--- src/rtl/bufchain_pkg.sv ---
package bufchain_pkg;

    localparam logic [2:0] SEL_CNT   = 3'd4;
    localparam logic [2:0] SEL_CHAIN = 3'd5;
    localparam logic [2:0] SEL_MASK  = 3'd6;

    typedef enum logic [1:0] {
        EVT_NONE = 2'd0,
        EVT_LOAD = 2'd1,
        EVT_TERM = 2'd2
    } exp_evt_t;

    // True when select code hits address byte idx and that byte is reachable
    function automatic logic addr_byte_hit(logic [2:0] sel, int idx, int msb_idx, logic ext);
        return (sel[2] == 1'b0) && (int'(sel[1:0]) == idx) && ((idx != msb_idx) || ext);
    endfunction

endpackage

--- src/rtl/bufchain_base.sv ---
module bufchain_base
    import bufchain_pkg::*;
#(
    parameter int ADDR_BYTES = 3,
    parameter int CNT_W      = 16
) (
    input  logic                    clk,
    input  logic                    rst,
    input  logic                    wr_en,
    input  logic [2:0]              wr_sel,
    input  logic [CNT_W-1:0]        wr_data,
    input  logic                    ext_map_en,
    output logic [8*ADDR_BYTES-1:0] nxt_addr,
    output logic [CNT_W-1:0]        nxt_cnt
);
    localparam int ADDR_W  = 8 * ADDR_BYTES;
    localparam int MSB_IDX = ADDR_BYTES - 1;

    logic [ADDR_W-1:0] addr_q;
    logic [CNT_W-1:0]  cnt_q;

    for (genvar b = 0; b < ADDR_BYTES; b++) begin : g_byte
        logic hit;
        assign hit = wr_en && addr_byte_hit(wr_sel, b, MSB_IDX, ext_map_en);
        assign nxt_addr[8*b +: 8] = hit ? wr_data[7:0] : addr_q[8*b +: 8];
    end

    assign nxt_cnt = (wr_en && wr_sel == SEL_CNT) ? wr_data : cnt_q;

    always_ff @(posedge clk) begin
        if (rst) begin
            addr_q <= '0;
            cnt_q  <= '0;
        end else begin
            addr_q <= nxt_addr;
            cnt_q  <= nxt_cnt;
        end
    end

    // With the extended region off, the top byte must never move
    AST_MSB_BLOCKED: assert property (@(posedge clk) disable iff (rst)
        (!ext_map_en || !wr_en) |=> $stable(addr_q[ADDR_W-1 -: 8])) else $error("top byte changed");

endmodule

--- src/rtl/bufchain_cur.sv ---
module bufchain_cur #(
    parameter int ADDR_BYTES = 3,
    parameter int CNT_W      = 16
) (
    input  logic                    clk,
    input  logic                    rst,
    input  logic                    load,
    input  logic [8*ADDR_BYTES-1:0] src_addr,
    input  logic [CNT_W-1:0]        src_cnt,
    output logic [8*ADDR_BYTES-1:0] cur_addr,
    output logic [CNT_W-1:0]        cur_cnt
);
    always_ff @(posedge clk) begin
        if (rst) begin
            cur_addr <= '0;
            cur_cnt  <= '0;
        end else if (load) begin
            cur_addr <= src_addr;
            cur_cnt  <= src_cnt;
        end
    end

    AST_CUR_HOLD: assert property (@(posedge clk) disable iff (rst)
        !load |=> ($stable(cur_addr) && $stable(cur_cnt))) else $error("current set moved");

    AST_CUR_LOAD: assert property (@(posedge clk) disable iff (rst)
        load |=> (cur_addr == $past(src_addr))) else $error("current set not loaded");

endmodule

--- src/rtl/bufchain_ctl.sv ---
module bufchain_ctl
    import bufchain_pkg::*;
#(
    parameter int ADDR_BYTES = 3
) (
    input  logic       clk,
    input  logic       rst,
    input  logic       wr_en,
    input  logic [2:0] wr_sel,
    input  logic       wr_bit0,
    input  logic       ext_map_en,
    input  logic       buf_exp,
    output logic       load,
    output logic       irq,
    output logic       chain_on
);
    localparam int MSB_IDX = ADDR_BYTES - 1;

    logic     mask;
    logic     base_full;
    logic     msb_commit;
    logic     chain_set;
    logic     chain_clr;
    logic     mask_wr;
    logic     exp_ok;
    exp_evt_t evt;

    assign msb_commit = wr_en && addr_byte_hit(wr_sel, MSB_IDX, MSB_IDX, ext_map_en);
    assign chain_set  = wr_en && (wr_sel == SEL_CHAIN) &&  wr_bit0 && !chain_on;
    assign chain_clr  = wr_en && (wr_sel == SEL_CHAIN) && !wr_bit0 &&  chain_on;
    assign mask_wr    = wr_en && (wr_sel == SEL_MASK);
    assign exp_ok     = buf_exp && chain_on && !mask && !chain_set && !chain_clr;

    always_comb begin
        evt = EVT_NONE;
        if (exp_ok) evt = (base_full || msb_commit) ? EVT_LOAD : EVT_TERM;
    end

    assign load = (evt == EVT_LOAD);

    always_ff @(posedge clk) begin
        if (rst) begin
            chain_on  <= 1'b0;
            base_full <= 1'b0;
            irq       <= 1'b0;
            mask      <= 1'b1;
        end else begin
            if (chain_set) begin
                chain_on  <= 1'b1;
                base_full <= 1'b0;
                irq       <= 1'b1;
            end else if (chain_clr) begin
                chain_on  <= 1'b0;
                irq       <= 1'b0;
            end else if (evt == EVT_LOAD) begin
                base_full <= 1'b0;
                irq       <= 1'b1;
            end else if (evt == EVT_TERM) begin
                chain_on  <= 1'b0;
                irq       <= 1'b0;
            end else if (msb_commit) begin
                base_full <= 1'b1;
                irq       <= 1'b0;
            end
            if (mask_wr) mask <= wr_bit0;
        end
    end

    AST_ENTER_RAISES: assert property (@(posedge clk) disable iff (rst)
        chain_set |=> (irq && chain_on && !base_full)) else $error("entry did not raise irq");

    AST_COMMIT_DROPS: assert property (@(posedge clk) disable iff (rst)
        (msb_commit && evt == EVT_NONE && !chain_set && !chain_clr) |=> (!irq && base_full))
        else $error("commit kept irq");

    AST_LATE_ENDS: assert property (@(posedge clk) disable iff (rst)
        (evt == EVT_TERM) |=> (!chain_on && !irq)) else $error("late reload kept chain");

    AST_EXIT_CLEARS: assert property (@(posedge clk) disable iff (rst)
        chain_clr |=> (!chain_on && !irq)) else $error("exit kept irq");

    AST_MASK_FREEZE: assert property (@(posedge clk) disable iff (rst)
        (mask && !wr_en) |=> ($stable(chain_on) && $stable(irq) && $stable(base_full)))
        else $error("masked channel changed");

    AST_IRQ_NEEDS_CHAIN: assert property (@(posedge clk) disable iff (rst)
        irq |-> chain_on) else $error("irq without chain");

endmodule

--- src/rtl/bufchain_ctrl.sv ---
module bufchain_ctrl
    import bufchain_pkg::*;
#(
    parameter int ADDR_BYTES = 3,
    parameter int CNT_W      = 16
) (
    input  logic                    clk,
    input  logic                    rst,
    input  logic                    wr_en,
    input  logic [2:0]              wr_sel,
    input  logic [CNT_W-1:0]        wr_data,
    input  logic                    ext_map_en,
    input  logic                    buf_exp,
    output logic [8*ADDR_BYTES-1:0] cur_addr,
    output logic [CNT_W-1:0]        cur_cnt,
    output logic                    irq,
    output logic                    chain_active
);
    localparam int ADDR_W = 8 * ADDR_BYTES;

    logic [ADDR_W-1:0] stg_addr;
    logic [CNT_W-1:0]  stg_cnt;
    logic              load;

    bufchain_base #(.ADDR_BYTES(ADDR_BYTES), .CNT_W(CNT_W)) u_base (
        .clk        (clk),
        .rst        (rst),
        .wr_en      (wr_en),
        .wr_sel     (wr_sel),
        .wr_data    (wr_data),
        .ext_map_en (ext_map_en),
        .nxt_addr   (stg_addr),
        .nxt_cnt    (stg_cnt)
    );

    bufchain_ctl #(.ADDR_BYTES(ADDR_BYTES)) u_ctl (
        .clk        (clk),
        .rst        (rst),
        .wr_en      (wr_en),
        .wr_sel     (wr_sel),
        .wr_bit0    (wr_data[0]),
        .ext_map_en (ext_map_en),
        .buf_exp    (buf_exp),
        .load       (load),
        .irq        (irq),
        .chain_on   (chain_active)
    );

    bufchain_cur #(.ADDR_BYTES(ADDR_BYTES), .CNT_W(CNT_W)) u_cur (
        .clk      (clk),
        .rst      (rst),
        .load     (load),
        .src_addr (stg_addr),
        .src_cnt  (stg_cnt),
        .cur_addr (cur_addr),
        .cur_cnt  (cur_cnt)
    );

endmodule

--- config.mk ---
export PLATFORM = sky130hd
export DESIGN_NAME = bufchain_ctrl
export DESIGN_NICKNAME = d
export VERILOG_FILES = /design/src/rtl/bufchain_pkg.sv /design/src/rtl/bufchain_base.sv /design/src/rtl/bufchain_cur.sv /design/src/rtl/bufchain_ctl.sv /design/src/rtl/bufchain_ctrl.sv
export SDC_FILE = /design/constraint.sdc
export NUM_CORES = 1
export LEC_CHECK = 0
export CORE_ASPECT_RATIO = 0.6
export CORE_UTILIZATION = 53
export CTS_BUF_LIST = sky130_fd_sc_hd__clkbuf_8
export DETAILED_ROUTE_END_ITERATION = 10
export PLACE_DENSITY = 0.83
export SKIP_LAST_GASP = 1
export SLEW_MARGIN = 0
export SYNTH_ARGS = -nofsm -noshare
export SYNTH_HDL_FRONTEND = slang
export SYNTH_SLANG_ARGS = --single-unit
--- constraint.sdc ---
create_clock -name clk -period 2.2 [get_ports clk]
set_input_delay 0.55 -clock clk [delete_from_list [all_inputs] [get_ports clk]]
set_output_delay 0.55 -clock clk [all_outputs]
set_load 0.02 [all_outputs]
; Yosys cells after proc, flatten, opt, wreduce, memory -nomap -nowiden
; Index checks and enable logic that the tools add are counted.
[totals]
in_bits = 24
elab_cells = 68
ff_bits = 84
[op_classes]
bitwise = 2
n_eq_ne = 9
n_mux = 18
n_reduce_logical = 31
[op_table]
columns = cell, n
row1 = 2-to-1 mux 8 bit, 3
row2 = logical AND 1 bit, 18
row3 = 2-to-1 mux 16 bit, 1
row4 = 2-to-1 mux 1 bit, 12
row5 = "equality test 3 bit, second input constant", 3
row6 = "equality test 2 bit, second input constant", 3
row7 = logical NOT 1 bit, 5
row8 = nonzero test 5 bit, 1
row9 = 2-to-1 mux 2 bit, 2
row10 = "!= test 3 x 1 -> 1 bit, second input constant", 1
row11 = AND reduction 3 bit, 1
row12 = nonzero test 3 bit, 1
row13 = "equality test 2 x 1 -> 1 bit, second input constant", 1
row14 = logical NOT 2 bit, 1
row15 = "!= test 2 bit, second input constant", 1
row16 = NOT 1 bit, 2
row17 = AND reduction 2 bit, 1
row18 = nonzero test 2 bit, 1
row19 = OR reduction 2 bit, 1
row20 = logical OR 1 bit, 1

; Logic depth before layout (Yosys ltp)
; Gate-level depths: netlist (run 1).
[logic_depth]
word_depth = 13
mapped_depth = 7
ltp_nobuf = 4

; Modules after synthesis
; From an unflattened synthesis (run 1), not the netlist that was laid out.
[unflattened]
hier_cells = 307
hier_area_um2 = 3547.2
[modules_own_cells]
columns = mod, instances, cells_per_inst, area_per_inst_um2, seq_area_each_um2
row1 = bufchain_base, 1, 150, 1828.0, 800.8
row2 = bufchain_cur, 1, 129, 1457.6, 800.8
row3 = bufchain_ctl, 1, 28, 261.5, 80.1

; Worst setup path before layout (run 1)
; Ideal clock, no wire load.
[synth_path]
kind = input to register
start = input port wr_sel[1]
end = register u_cur.cur_addr[6]
stages = 6
path_buffers = 2
setup_ns = 0.121
arrival_time_ns = 1.728
setup_slack_ns = 0.350
path_cell_list = buf_6 -> or4b_1 -> buf_4 -> nand2_1 -> a21oi_2 -> mux2_4
[synth_between]
elab_chain_cells = 9
word_cells_on_any_way = 22
classes_between = eq/ne: 3 / mux: 3 / reduce/logical: 16
[synth_rtl]
columns = element, line
row1 = "start, declared", bufchain_ctrl.sv:10  ; input logic [2:0] wr_sel,
row2 = equality test 3 bit, "bufchain_ctl.sv:29, bufchain_ctl.sv:30"
row3 = logical AND 1 bit, "bufchain_ctl.sv:29, bufchain_ctl.sv:30"
row4 = logical AND 1 bit (2 in a row), bufchain_ctl.sv:29  ; assign chain_set = wr_en && (wr_sel == SEL_CHAIN) && wr_bit0 && !chain_on;
row5 = logical NOT 1 bit, bufchain_ctl.sv:32  ; assign exp_ok = buf_exp && chain_on && !mask && !chain_set && !chain_clr;
row6 = logical AND 1 bit (2 in a row), bufchain_ctl.sv:32
row7 = 2-to-1 mux 2 bit, bufchain_ctl.sv:36  ; if (exp_ok) evt = (base_full || msb_commit) ? EVT_LOAD : EVT_TERM;
row8 = equality test 2 x 1 -> 1 bit, bufchain_ctl.sv:39  ; assign load = (evt == EVT_LOAD);
row9 = "end signal, assigned", bufchain_cur.sv:18  ; cur_addr <= src_addr;
row10 = "end, declared", bufchain_cur.sv:10  ; output logic [8*ADDR_BYTES-1:0] cur_addr,
; Parallel ways exist; a longest one is shown, timed or not.
; A chain may end at the register's enable or synchronous reset.

; Final worst setup path (run 1)
[layout_path]
start = input port wr_sel[2]
end = register u_cur.cur_addr[12]
; The elaborated chain is that of the path after synthesis.

==> flow_metrics.py, run 1 <==
metrics = {
    "final_layout": {
        "seq_area_um2": 1680,
        "multi_input_area_um2": 1580,
        "final_nets": 414,
        "drive_gt1_share_pct": 24.1,
        "final_core_util_pct": 71.6,
        "antenna_cells": 0,
        "nFillCells": 469,
        "area_delta_synth_final_pct": 28.4,
    },
    "clocking": {
        "postCtsSetupRepairBufs": 0,
        "htree_levels": 3,
        "cts.sinks": 84,
        "cts_buffers": 9,
        "cts_tree": "done",
        "clk_latency_ns": 0.36,
        "cts_root_buf": "clkbuf_8",
        "cts_hold_buf": 0,
        "path_clk_slew_ns": 0.08,
        "cts_resized": 0,
        "cts.path.max_buffers": 2,
    },
    "setup_path": {
        "cp-end-kind": "flop",
        "path_depth": 7,
        "path_buf_inv": 3,
        "slowest_stage": "clkdlybuf4s50_1",
        "start_kind": "input pin",
        "crit_end": "u_cur.cur_addr[12]",
        "critPathMaxStageDelay_ns": 0.52,
        "r2r_slack_ns": 0.60,
        "worstReg2RegEnd": "u_cur.cur_addr[7]",
        "crit_family": "buffers and inverters",
        "worstPathRequired_ns": 2.46,
        "critPathKind": "input pin to flop",
        "critPathMaxFanout": 8,
        "worstPathArrival_ns": 2.31,
        "cp-startpoint": "wr_sel[2]",
        "r2r_cells": 4,
        "worstPathCellList": "clkdlybuf4s50_1 > buf_4 > and4bb_1 > buf_12 > mux2i_1 > nor2_1 > mux2_4",
        "reg2reg_from": "u_ctl.chain_on",
    },
    "route": {
        "vias": 2538,
        "final_antenna_net_count": 0,
        "drt-vias-per-instance": 5.30,
        "wl_per_cell_um": 15.6,
        "drt-pass1-iter-count": 4,
        "drc": 0,
        "wl_mm": 7.49,
        "drt_iter0_drc": 142,
    },
    "timing": {
        "rsz0062_at_grt": "false",
        "hold_violations": 0,
        "min_period_ns": 2.05,
        "slew_violations": 0,
        "finalCritPeriodShare_pct": 93.0,
        "timing.fmax_mhz": 489,
        "slew_headroom_pct": 55.1,
        "fin_skew_ns": 0.00622,
        "setup_violations": 0,
        "worst_pin_slew_ns": 0.673,
    },
    "pwr": {
        "power_w": 0.00269,
        "p_leak_nw": 1.65,
        "p_per_area_nw_per_um2": 606,
        "ir_worst_vdd_mv": 0.320,
    },
    "run_status": {
        "status": "finished, final reports clean",
    },
    "grt": {
        "grt_pass1_vias": 2431,
        "gr-total-overflow": 0,
        "grt_pass1_wl_mm": 12.2,
        "grt_usage_pct": 23.4,
        "antenna_found_initial": 0,
        "grt_max_degree": 57,
    },
    "logic_synthesis": {
        "synth.most_common_cell": "dfxtp_1",
        "synthFlopType": "dfxtp_1",
        "synth_top_area_share_pct": 48.7,
        "synth_cells": 313,
        "synth.largest_area_cell": "dfxtp_1",
        "yosysSeqAreaShare_pct": 48.7,
        "synth_fa_ha_area_share_pct": 0,
        "synth_top_family_by_area": "compound AO/OA/AOI/OAI gates",
        "yosys.area_share.simple_pct": 13.9,
        "synth_edf_count": 0,
        "yosys_warnings": 0,
        "muxShareOfSynthArea_pct": 15.3,
        "synthesis.nets": 337,
        "synth_area_leaders": "dfxtp_1 49%, mux2i_1 9.0%, a211oi_2 7.2%",
        "syn_avg_cell_area_um2": 11.0,
        "synth-seq-cells": 84,
        "synth_cell_type_count": 43,
        "synth_compound_area_share_pct": 16.3,
        "syn_area_um2": 3450,
        "synthArstFlopShare_pct": 0,
        "synth_xor_area_share_pct": 0.254,
        "synthTopCellsByCount": "84 x dfxtp_1, 34 x nor2_1, 31 x mux2i_1",
    },
    "min_path": {
        "hp-class": "flop to flop",
    },
    "floorplan": {
        "fp.dieArea_um2": 6860,
        "rows": 22,
        "die_h_um": 64.5,
        "io_pins": 66,
        "core_um2": 6190,
        "fp.dieW_um": 106,
        "initial_core_util_pct": 55.8,
    },
    "job": {
        "cap_violations": 0,
    },
    "place": {
        "port_buffers": 65,
        "gp_congestion": 0.817,
        "dpl.hpwl_mm": 5.02,
    },
}
==> through the flow <==
| step | TNS, ns | area (um2) | setup WS [ns] | cells | hold WS [ns] |
|---|---|---|---|---|---|
| floorplan | 0 | 3450 | 0.350 | 313 | 0.436 |
| global placement | -5.29 | 4270 | -0.160 | 463 | 0.443 |
| detailed placement | -7.50 | 4270 | -0.228 | 463 | 0.447 |
| CTS | 0 | 4440 | 0.175 | 479 | 0.460 |
| global route | 0 | 4440 | 0.0736 | 479 | 0.478 |
| finish | 0 | 4440 | 0.153 | 479 | 0.457 |
==> state kept, by name (all words and copies together) (netlist names) <==
| name | cells |
|---|---|
| u_base.addr_q | 24 |
| u_cur.cur_addr | 24 |
| u_cur.cur_cnt | 16 |
| u_ctl.irq | 1 |
| u_ctl.base_full | 1 |
| u_base.cnt_q | 16 |
| u_ctl.mask | 1 |
| u_ctl.chain_on | 1 |
==> cells by family after synthesis <==
| family | after synthesis |
|---|---|
| AOI/OAI and AO/OA | 67 |
| buffers and inverters | 29 |
| DFF | 84 |
| xor gates and xnor gates | 1 |
| muxes | 47 |
| and+or+nand+nor | 85 |
==> area by class of cell <==
class,instances,area share [%]
inverter,6,0.508
clock inverter,7,0.987
timing repair buffer,89,19.8
multi-input combinational,200,35.6
tap,84,2.37
clock buffer,9,2.79
sequential,84,37.9
==> tightest hold or removal path: stages, from the launching register on <==
cell and delay [ns]:
dfxtp_1 0.31, nand2_2 0.05, a21oi_2 0.05
==> power breakdown <==
group | leakage, nW | switching (W) | total (W) | internal [W]
clock | 0.0906 | 0.000546 | 0.000951 | 0.000405
combinational | 0.879 | 0.000109 | 0.000198 | 0.0000893
sequential | 0.678 | 0.00000562 | 0.00154 | 0.00154
total | 1.65 | 0.000660 | 0.00269 | 0.00203
==> cells in the final DEF, fill, tap and decap left out, types with 10 or more instances in the layout <==
cell type and instances:
dfxtp_1 84, clkdlybuf4s50_1 64, nor2_1 34, mux2i_1 31, a21oi_1 26, buf_4 21, a211oi_2 20, nor2b_1 16
nand2_1 16, mux2_4 10
==> how the worst min path moves through the flow <==
stage	from	to	cells past startpoint	slack, ns
global placement	u_base.addr_q[3]	u_base.addr_q[3]	2	0.44
global route	u_base.addr_q[3]	u_base.addr_q[3]	2	0.48
finish	u_base.addr_q[3]	u_base.addr_q[3]	2	0.46
CTS	u_base.addr_q[3]	u_base.addr_q[3]	2	0.46
detailed placement	u_base.addr_q[5]	u_base.addr_q[5]	2	0.45
floorplan	u_base.addr_q[3]	u_base.addr_q[3]	2	0.44
==> per-layer routing <==
layer  global-route usage, %  vias up  routed length [um]
met5                       0        -                   0
met4                    8.68        0                  85
met3                    6.54        8                 389
met2                    34.7       77                3270
met1                    32.3     1209                3750
li1                        -     1244                   -
(Power assumes the default switching activity.)
==> run 2, diff against run 1 <==
Settings changed: CORE_UTILIZATION 53 to 54, PLACE_DENSITY 0.83 to 0.84, SLEW_MARGIN 0 to 10, SYNTH_HIERARCHICAL set to 1.
==> run 2 against run 1 <==
Net effect: first-iteration DRC count down 29%; count of clock-buffer cells in the layout did not move; critical endpoint is now u_cur/cur_cnt[8]; sequential share of layout area down 1.5 points; clock skew about the same; critical path type unchanged; routed wire length is 0.57% higher; sequential cell count stayed put.
==> flow_metrics.py, run 2 <==
metrics = {
    "grt": {
        "gr-total-overflow": 0,
        "grt_usage_pct": 23.2,
        "grt_pass1_wl_mm": 12.2,
        "antenna_found_initial": 0,
        "grt_max_degree": 88,
        "grt_pass1_vias": 2382,
    },
    "logic_synthesis": {
        "synth_top_family_by_area": "multiplexers",
        "synthFlopType": "dfxtp_1",
        "synth_area_leaders": "dfxtp_1 47%, mux2i_1 14%, mux2_2 8.9%",
        "synth_compound_area_share_pct": 1.83,
        "syn_avg_cell_area_um2": 11.6,
        "synth-seq-cells": 84,
        "synthArstFlopShare_pct": 0,
        "synth_top_area_share_pct": 47.4,
        "synthesis.nets": 331,
        "muxShareOfSynthArea_pct": 27.3,
        "syn_area_um2": 3550,
        "synth_cell_type_count": 33,
        "yosys_warnings": 6,
        "yosys.area_share.simple_pct": 18.5,
        "yosysSeqAreaShare_pct": 47.4,
        "synth.most_common_cell": "dfxtp_1",
        "synthTopCellsByCount": "84 x dfxtp_1, 48 x mux2i_1, 42 x nor2_1",
        "synth_edf_count": 0,
        "synth_xor_area_share_pct": 0,
        "synth.largest_area_cell": "dfxtp_1",
        "synth_cells": 307,
        "synth_fa_ha_area_share_pct": 0,
    },
    "min_path": {
        "min_from": "u_ctl/mask",
        "hp-class": "flop to flop",
        "hold_end": "u_ctl/mask",
        "hold_path_depth": 1,
    },
    "final_layout": {
        "final_cell_mix": "84 x dfxtp_1, 64 x clkdlybuf4s50_1, 48 x mux2i_1",
        "area_delta_synth_final_pct": 30.3,
        "design_area_um2": 4620,
        "largestRegisters": "u_base/addr_q x24, u_cur/cur_addr x24",
        "final_nets": 411,
        "nFillCells": 463,
        "final_common_cell": "dfxtp_1",
        "final_core_util_pct": 74.3,
        "drive_gt1_share_pct": 22.3,
        "fin_cells": 474,
        "multi_input_area_um2": 1730,
        "antenna_cells": 0,
        "seq_area_um2": 1680,
    },
    "run_status": {
        "status": "finished, final reports clean",
    },
    "timing": {
        "setup_violations": 0,
        "hold_violations": 0,
        "fin_skew_ns": 0.00626,
        "min_period_ns": 2.11,
        "slew_violations": 0,
        "worst_pin_slew_ns": 0.339,
        "finalCritPeriodShare_pct": 95.7,
        "slew_headroom_pct": 77.4,
        "timing.fmax_mhz": 475,
        "rsz0062_at_grt": "false",
    },
    "floorplan": {
        "initial_core_util_pct": 57.0,
        "fp.dieArea_um2": 6910,
        "rows": 22,
        "fp.dieW_um": 107,
        "core_um2": 6220,
        "die_h_um": 64.8,
        "io_pins": 66,
    },
    "route": {
        "wl_mm": 7.53,
        "final_antenna_net_count": 0,
        "drc": 0,
        "vias": 2394,
        "drt_iter0_drc": 101,
        "wl_per_cell_um": 15.9,
        "drt-pass1-iter-count": 4,
        "drt-vias-per-instance": 5.05,
    },
    "pwr": {
        "p_leak_nw": 1.79,
        "clockPowerShare_pct": 39.2,
        "p_seq_share_pct": 53.0,
        "p_per_area_nw_per_um2": 631,
        "p_comb_share_pct": 7.8,
        "sw_frac_of_total_pct": 21.5,
        "ir_worst_vdd_mv": 0.448,
        "internal_power_w": 0.00229,
        "p_switching_w": 0.000627,
    },
    "clocking": {
        "clk_latency_ns": 0.34,
        "path_clk_slew_ns": 0.08,
        "cts.path.max_buffers": 2,
        "cts_root_buf": "clkbuf_8",
        "htree_levels": 3,
        "cts_tree": "done",
        "cts.sinks": 84,
        "cts_buffers": 9,
    },
    "place": {
        "gp_congestion": 0.747,
        "dpl_cell_area_um2": 4350,
        "dpl.hpwl_mm": 4.79,
        "dp_cells": 458,
        "port_buffers": 65,
    },
    "setup_path": {
        "start_kind": "input pin",
        "reg2reg_from": "u_ctl/chain_on",
        "r2r_cells": 6,
        "worstReg2RegEnd": "u_cur/cur_cnt[8]",
        "worstPathRequired_ns": 2.42,
        "worstPathArrival_ns": 2.33,
        "critPathKind": "input pin to flop",
        "cp-end-kind": "flop",
        "r2r_slack_ns": 0.63,
        "critPathMaxFanout": 10,
    },
    "job": {
        "cap_violations": 0,
    },
}
[run 2: changes by cell type in the layout (fill, tap and decap cells not counted), sizes merged, moves of 5 or more]
| cell | delta |
|---|---|
| inv | -5 |
| a21oi | -34 |
| and2b | +18 |
| nor2 | +9 |
| nand2b | +17 |
| a211oi | -24 |
| mux2 | +24 |
| mux2i | +17 |
| nand2 | -20 |
[run 2: worst max-delay path by stage]
stage | startpoint | slack, ns | to | cells past startpoint
final | wr_en | 0.09 | u_cur/cur_cnt[8] | 8
after global routing | wr_en | 0.004 | u_cur/cur_cnt[1] | 8
after CTS | wr_en | 0.009 | u_cur/cur_cnt[8] | 7
after detailed placement | wr_en | -0.32 | u_cur/cur_addr[21] | 7
after global placement | wr_sel[1] | -0.32 | u_cur/cur_addr[14] | 7
after floorplan | wr_sel[0] | 0.39 | u_cur/cur_addr[21] | 5
[run 2: per-layer routing]
metal	up-vias	track usage [%]	share of wire, %
met2	51	36.0	46
met3	5	6.84	4.0
met1	1147	32.0	50
met4	0	4.62	0.40
li1	1191	-	-
met5	-	0	0
[run 2: power groups by stage]
stage | combinational, W | sequential, W | clock (W)
after floorplan | 0.000105 | 0.00159 | 0
after global placement | 0.000217 | 0.00158 | 0
after detailed placement | 0.000222 | 0.00158 | 0
after CTS | 0.000223 | 0.00155 | 0.00116
after global routing | 0.000244 | 0.00155 | 0.00123
final | 0.000227 | 0.00155 | 0.00114
[run 2: metrics by stage]
step | hold WS, ns | total power (W) | setup slack (ns) | setup TNS [ns]
after floorplan | 0.426 | 0.00169 | 0.386 | 0
after global routing | 0.501 | 0.00303 | 0.00442 | 0
final | 0.458 | 0.00291 | 0.0948 | 0
after CTS | 0.460 | 0.00293 | 0.00898 | 0
after detailed placement | 0.442 | 0.00180 | -0.319 | -16.63
after global placement | 0.441 | 0.00180 | -0.316 | -13.13
[run 2: what timing repair did]
| item | 4_1_cts | 5_1_grt |
|---|---|---|
| setup buffers | 0 | 1 |
| setup endpoints to repair | 0 | 41 |
| resized for setup | 0 | 4 |
| hold buffers | 0 | 0 |
[run 2: logic make-up (layout without fill, tap and decap cells)]
family	Yosys count	after routing
compound gates	8	8
buf+inv	20	103
flops	84	84
mux	88	88
simple gates	107	107
[run 2: critical path, cell delays in order]
cell and delay [ns]:
clkdlybuf4s50_1 0.60, and4bb_1 0.29, a21oi_2 0.10, nor3_4 0.15
buf_12 0.14, buf_6 0.17, mux2i_1 0.25, nor2_1 0.05
[run 2: cell type report]
cell class	instances	area share [%]
repair buffers	87	19.4
flip-flops and latches	84	36.4
clock inverters	5	1.71
clock buffers	9	2.68
inverters	2	0.162
well taps	84	2.27
multi-input cells	203	37.4
